$ cat config.mk
export PLATFORM = sky130hd
export DESIGN_NAME = audio_fifo_req
export DESIGN_NICKNAME = d
export VERILOG_FILES = /design/src/rtl/audio_fifo_req.sv
export SDC_FILE = /design/constraint.sdc
export NUM_CORES = 1
export LEC_CHECK = 0
export BUFFER_PORTS_ARGS = -buffer_cell sky130_fd_sc_hd__buf_4
export CAP_MARGIN = 20
export CORE_AREA = 2 2 171 189
export DETAILED_ROUTE_END_ITERATION = 10
export DIE_AREA = 0 0 173 191
export GPL_TIMING_DRIVEN = 0
export PLACE_DENSITY = 0.52
export SLEW_MARGIN = 5
export SYNTH_ARGS = -nofsm -noshare
export SYNTH_HDL_FRONTEND = slang
export SYNTH_SLANG_ARGS = --single-unit
export TNS_END_PERCENT = 100
$ cat constraint.sdc
create_clock -name clk -period 11 [get_ports clk]
set_input_delay 1.65 -clock clk [delete_from_list [all_inputs] [get_ports clk]]
set_output_delay 1.65 -clock clk [all_outputs]
set_load 0.01 [all_outputs]
$ cat src/rtl/audio_fifo_req.sv
module audio_fifo_req #(
  parameter int DATA_W = 32,
  parameter int DEPTH  = 8,
  parameter bit IS_RX  = 1'b1,
  localparam int AW = (DEPTH > 1) ? $clog2(DEPTH) : 1,
  localparam int LW = $clog2(DEPTH + 1)
) (
  input  logic              clk,
  input  logic              rst_n,
  input  logic              flush,
  input  logic              wr_valid,
  input  logic [DATA_W-1:0] wr_data,
  output logic              wr_ready,
  output logic              rd_valid,
  output logic [DATA_W-1:0] rd_data,
  input  logic              rd_ready,
  output logic [LW-1:0]     level,
  input  logic              irq_en,
  input  logic              dma1_en,
  input  logic              dma2_en,
  input  logic [LW-1:0]     irq_thr,
  input  logic [LW-1:0]     dma1_thr,
  input  logic [LW-1:0]     dma2_thr,
  output logic              irq_req,
  output logic              dma1_req,
  output logic              dma2_req,
  output logic [2:0]        req_status,
  output logic              err
);

  localparam logic [LW-1:0] FULL_LVL = LW'(DEPTH);
  localparam logic [AW-1:0] LAST_PTR = AW'(DEPTH - 1);

  logic [DATA_W-1:0] mem [DEPTH];
  logic [AW-1:0]     wptr, rptr;
  logic              wr_ok, rd_ok;

  assign wr_ready = (level != FULL_LVL);
  assign rd_valid = (level != '0);
  assign wr_ok    = wr_valid && wr_ready && !flush;
  assign rd_ok    = rd_ready && rd_valid && !flush;
  assign rd_data  = mem[rptr];

  always_ff @(posedge clk) begin
    if (wr_ok) mem[wptr] <= wr_data;
  end

  always_ff @(posedge clk) begin
    if (!rst_n || flush) begin
      wptr  <= '0;
      rptr  <= '0;
      level <= '0;
      err   <= 1'b0;
    end else begin
      if (wr_ok) wptr <= (wptr == LAST_PTR) ? '0 : wptr + 1'b1;
      if (rd_ok) rptr <= (rptr == LAST_PTR) ? '0 : rptr + 1'b1;
      if (wr_ok && !rd_ok)      level <= level + 1'b1;
      else if (rd_ok && !wr_ok) level <= level - 1'b1;
      err <= (wr_valid && !wr_ready) || (rd_ready && !rd_valid);
    end
  end

  logic [2:0]    en_v;
  logic [LW-1:0] thr_v [3];
  logic [2:0]    hit;

  assign en_v     = {dma2_en, dma1_en, irq_en};
  assign thr_v[0] = irq_thr;
  assign thr_v[1] = dma1_thr;
  assign thr_v[2] = dma2_thr;

  for (genvar i = 0; i < 3; i++) begin : g_cmp
    if (IS_RX) begin : g_rx
      assign hit[i] = en_v[i] && (level >= thr_v[i]);
    end else begin : g_tx
      assign hit[i] = en_v[i] && (level <= thr_v[i]);
    end
  end

  assign irq_req    = hit[0];
  assign dma1_req   = hit[1];
  assign dma2_req   = hit[2];
  assign req_status = hit;

  p_level_max_r3: assert property (@(posedge clk) disable iff (!rst_n)
    level <= FULL_LVL);
  p_no_overflow_r4: assert property (@(posedge clk) disable iff (!rst_n)
    (wr_valid && !wr_ready && !rd_ready && !flush) |=> (err && level == FULL_LVL));
  p_no_underflow_r5: assert property (@(posedge clk) disable iff (!rst_n)
    (rd_ready && !rd_valid && !flush) |=> err);
  p_irq_off_r8: assert property (@(posedge clk) disable iff (!rst_n)
    !irq_en |-> !irq_req);
  p_dma1_off_r8: assert property (@(posedge clk) disable iff (!rst_n)
    !dma1_en |-> !dma1_req);
  p_dma2_off_r8: assert property (@(posedge clk) disable iff (!rst_n)
    !dma2_en |-> !dma2_req);
  p_flush_empty_r10: assert property (@(posedge clk) disable iff (!rst_n)
    flush |=> (level == '0 && !err));
  p_same_level_r11: assert property (@(posedge clk) disable iff (!rst_n)
    (wr_valid && wr_ready && rd_ready && rd_valid && !flush) |=> $stable(level));

endmodule

# After elaboration in Yosys (flattened, before gate mapping)
# Memories as Yosys holds them, arrays and structs flattened. A register that Yosys moved wholly into a read port is not among the register bits.
# Index checks and enable logic that the tools add are counted.
[word_totals]
memories = 1
regBits = 11
inputBits = 52
ram_bits = 256
[mem_list]
columns = ["name", "depth", "word_bits", "read_ports", "rd_clocked_by_memory_dff", "wr", "line_no", "text"]
rows = [
  ["mem", 8, 32, 1, 1, 1, "34", "logic [DATA_W-1:0] mem [DEPTH];"],
]
[op_classes]
add_sub_neg = 4
n_eq_ne = 3
magnitude_cmp = 3
mux = 8
reduce_logical = 21
[ops]
columns = ["operator", "count"]
rows = [
  ["4-bit >= comparator", 3],
  ["3-bit 2-to-1 mux", 4],
  ["1-bit logical AND", 11],
  ["4-bit 2-to-1 mux", 2],
  ["3-bit by 1-bit adder with 3-bit output, second input constant", 2],
  ["3-bit equality test, second input constant", 2],
  ["1-bit logical NOT", 6],
  ["4-bit by 1-bit adder with 4-bit output, second input constant", 1],
  ["4-bit != test, second input constant", 1],
  ["4-bit nonzero test", 1],
  ["4-bit by 1-bit subtractor with 4-bit output, second input constant", 1],
  ["1-bit logical OR", 2],
  ["1-bit 2-to-1 mux", 2],
  ["2-bit nonzero test", 1],
]

# Logic depth before layout (Yosys ltp)
[logic_depth]
depth_word = 7
mapped_depth = 11
ltp_nobuf = 11

# Least setup slack after synthesis
# No wires, ideal clock.
[synth_timing]
kind = "input -> register"
from = "input flush"
to = "memory mem[0][0], enable pin"
slack_ps = 5461
arrival_ps = 5037
path_stages = 3
required_time_ps = 10499
cell_sequence = "nand2b_1 -> nand2b_1 -> nor4_1"
[synth_via]
elab_chain_cells = 4
[synth_rtl]
columns = ["item", "line_no", "text"]
rows = [
  ["start: declaration", "10", "input logic flush,"],
  ["1-bit logical NOT", "40", "assign wr_ok = wr_valid && wr_ready && !flush;"],
  ["1-bit logical AND", "40", ""],
  ["1-bit 2-to-1 mux", "45", "if (wr_ok) mem[wptr] <= wr_data;"],
  ["1-bit 2-to-1 mux (implied by the code)", "45", ""],
  ["end: declaration", "34", ""],
]
# Every way passes these cells.

# Worst setup path after layout
[layout_timing]
from = "input irq_thr[0]"
to = "output req_status[0]"
[layout_via]
elab_chain_cells = 2
[layout_rtl]
columns = ["item", "line_no", "text"]
rows = [
  ["start: declaration", "21", "input logic [LW-1:0] irq_thr,"],
  ["4-bit >= comparator", "74", "assign hit[i] = en_v[i] && (level >= thr_v[i]);"],
  ["1-bit logical AND", "74", ""],
  ["end: declaration", "27", "output logic [2:0] req_status,"],
]
# Every way passes these cells.

==> key figures <==
Status
  • Outcome: completed

GRT
  • First-pass GRT wire length: 33900 um
  • Pin count of the biggest net entering global routing: 19
  • Number of global-route vias before repair: 5669
  • Antenna violations before repair: 0
  • GRT Util Overall: 13.7%
  • Congestion Overflow GR: 0

Logic synthesis
  • Simple-gate portion of the synthesized area: 1.72%
  • Largest family of logic cells by synthesized area: multiplexers
  • Syn Inst Count: 492
  • Post-synth EDFFs: 256
  • Synthesized flop and latch total: 270
  • Synthesized area per cell: 21.9 um^2
  • Post-synthesis mux area share: 18.9%
  • Synth cell types: 32
  • Complex-gate fraction of the synthesized area: 0.895%
  • Synthesized-area fraction occupied by adder cells: 2.39%
  • Main flop type after synthesis: edfxtp_1
  • FFs w/ async S/R, synth: 0%
  • Synthesis Warnings: 0
  • Synth Net Count: 564
  • Post-Syn Area: 0.0108 mm^2
  • Sequential-to-total area share from yosys stat: 74.0%
  • XOR/XNOR Fraction of Synth Area: 0.163%

Worst hold path
  • Worst hold stages: 2
  • Min-delay worst type: flop to flop
  • Hold_sp: rptr[0]$_SDFFE_PP0P_

Floorplanning
  • Die height: 191 um
  • I/O pin count: 97
  • Core area: 0.0311 mm^2
  • Std cell rows: 68
  • Starting Density: 34.6%
  • Die X: 173 um
  • Full die area: 0.0330 mm^2

Power
  • PwrDens: 159 mW/mm^2
  • Power share of the clock group: 39.8%
  • Sw frac: 19.9%
  • Maximum VDD drop: 0.128 mV
  • P_leak: 4.44 nW
  • Internal: 1.67 mW
  • Logic gate share of total power: 5.5%
  • Sw power: 0.415 mW
  • Reg power frac: 54.7%

STA
  • RSZ-0062 raised after global routing: false
  • Fin Clk Skew: 11.6 ps
  • Hold Fails Final Rpt: 0
  • Max-slew violations: 0
  • Setup TNS: 0 ps
  • Fmax: 225 MHz
  • Count of final setup violators: 0
  • Slew headroom: 34.4%
  • Worst Max-Slew Pin Slew: 976 ps
  • Fin crit share: 40.4%
  • Fin crit period: 4440 ps

Clock network
  • CTS resizes: 0
  • CTS Sinks: 270
  • CTS max path bufs: 3
  • Postcts setup bufs: 0
  • Number of CTS-inserted buffers: 27
  • CTS tree: done
  • Worst skew pair latency: 540 ps
  • Reg clk slew, reported paths: 60 ps
  • H-tree levels: 1
  • Root Driver: clkbuf_16
  • Hold-fix buffers, CTS: 0

Worst setup path
  • Critical Path RT: 9350 ps
  • CP Launch Type: primary input
  • Worst reg2reg path depth: 11
  • Worst Setup Path Type: primary input to output port
  • Arr. time, crit path: 2790 ps
  • Critical Path Sink Type: output port
  • Max FO, Critical Path: 2
  • Reg-to-reg startpoint: level[1]$_SDFFE_PP0P_
  • Worst R2R Setup Slack: 7960 ps
  • RR Endpoint: level[3]$_SDFFE_PP0P_

Place
  • Placed instance count: 1033
  • IO Port Bufs: 96
  • DP Wirelength: 14900 um
  • GP Congestion: 0.690

Route
  • Routed via count: 5224
  • WL final: 22500 um
  • Routed wire length per instance: 20.8 um
  • Initial DRC count: 268
  • DR pass1 iterations: 6
  • Vias/cell: 4.83
  • DRC viols: 0
  • Post-route ant nets: 0

Finish
  • Fin util: 42.1%
  • Area growth, synth to finish: 21.8%
  • Share of cells above drive strength 1: 34.7%
  • # diodes: 0
  • Nets: 714
  • Fin cells: 1082

Job
  • Max-cap violations: 0
## kinds of logic after synthesis
family / Yosys count
flip-flops: 270
multiplexers: 104
AND/OR/NAND/NOR: 40
buffers and inverters: 39
adder cells (fa/ha/maj): 20
AO/OA/AOI/OAI: 17
XOR/XNOR: 2
## worst max path at each step
stage | startpoint | to | slack [ps] | cells after the start
2_1_floorplan | flush | mem[0][0]$_DFFE_PP_ | 5460 | 3
3_3_place_gp | flush | mem[0][20]$_DFFE_PP_ | 1410 | 4
3_5_place_dp | irq_thr[0] | req_status[0] | 6590 | 8
4_1_cts | irq_thr[0] | req_status[0] | 6580 | 8
5_1_grt | irq_thr[0] | req_status[0] | 6460 | 8
6_report | irq_thr[0] | req_status[0] | 6560 | 8
## state kept, by name, indices dropped and copies added (netlist names), named ones only
register  flops
err           1
level         4
mem         256
rptr          3
wptr          3
## cells in the final DEF (no fill, tap or decap), drive strengths merged, types with 6 or more instances in the layout
master  synthesis  layout
clkinv          1      12
clkbuf          4      39
mux2           33      33
a21oi           6       6
dfxtp          14      14
mux4           64      64
edfxtp        256     256
o21ai           6       6
nor2           19      19
mux2i           7       7
ha             19      19
buf            19     140
inv            15      16
## synthesized netlist by cell type, drive strengths merged, types with 3 or more instances
| library cell | number | area (um^2) |
|---|---|---|
| nor2 | 19 | 71.3 |
| nand2b | 5 | 31.3 |
| buf | 19 | 136 |
| edfxtp | 256 | 7690 |
| ha | 19 | 238 |
| mux2i | 7 | 70.1 |
| a21oi | 6 | 30.0 |
| a21boi | 3 | 22.5 |
| inv | 15 | 56.3 |
| mux2 | 33 | 372 |
| clkbuf | 4 | 15.0 |
| nand2 | 5 | 18.8 |
| dfxtp | 14 | 280 |
| nor3 | 5 | 25.0 |
| o21ai | 6 | 30.0 |
| mux4 | 64 | 1590 |
## through the flow
step	instance area, um^2	setup slack, ps	power (mW)	hold WS, ps
2_1_floorplan	10800	5460	1.22	463
3_3_place_gp	12000	1410	1.27	483
3_5_place_dp	12300	6590	1.28	495
4_1_cts	13100	6580	2.11	507
5_1_grt	13100	6460	2.16	543
6_report	13100	6560	2.08	502
## layout make-up
class	count	area, um^2
Buffer	23	151
Clock buffer	35	706
Clock inverter	14	91.3
Fill cell	2797	18000
Inverter	16	60.1
Multi-Input combinational cell	183	2640
Sequential cell	270	7970
Tap cell	420	526
Timing Repair Buffer	121	980
## power by group through the flow
stage,combinational [mW],sequential [mW],clock (mW)
6_report,0.115,1.14,0.829
5_1_grt,0.127,1.14,0.892
4_1_cts,0.118,1.14,0.850
3_5_place_dp,0.117,1.16,0
3_3_place_gp,0.109,1.16,0
2_1_floorplan,0.0568,1.16,0
## routing by layer
layer / part of all wire, % / track usage, % / vias up / routed length [um]
met1: 41 / 16.7 / 2704 / 9140
met2: 52 / 25.2 / 133 / 11800
met4: 1.6 / 3.32 / 0 / 368
li1: - / - / 2360 / -
met5: 0 / 0 / - / 0
met3: 5.2 / 2.51 / 27 / 1160
## worst max-delay path: stages
cell and delay [ps]:
buf_4 110, ha_1 260, inv_1 40, a21boi_0 150, o21ai_0 110, a21oi_1 220
buf_4 150, buf_4 100
No activity file was read; power rests on OpenSTA's default activity.
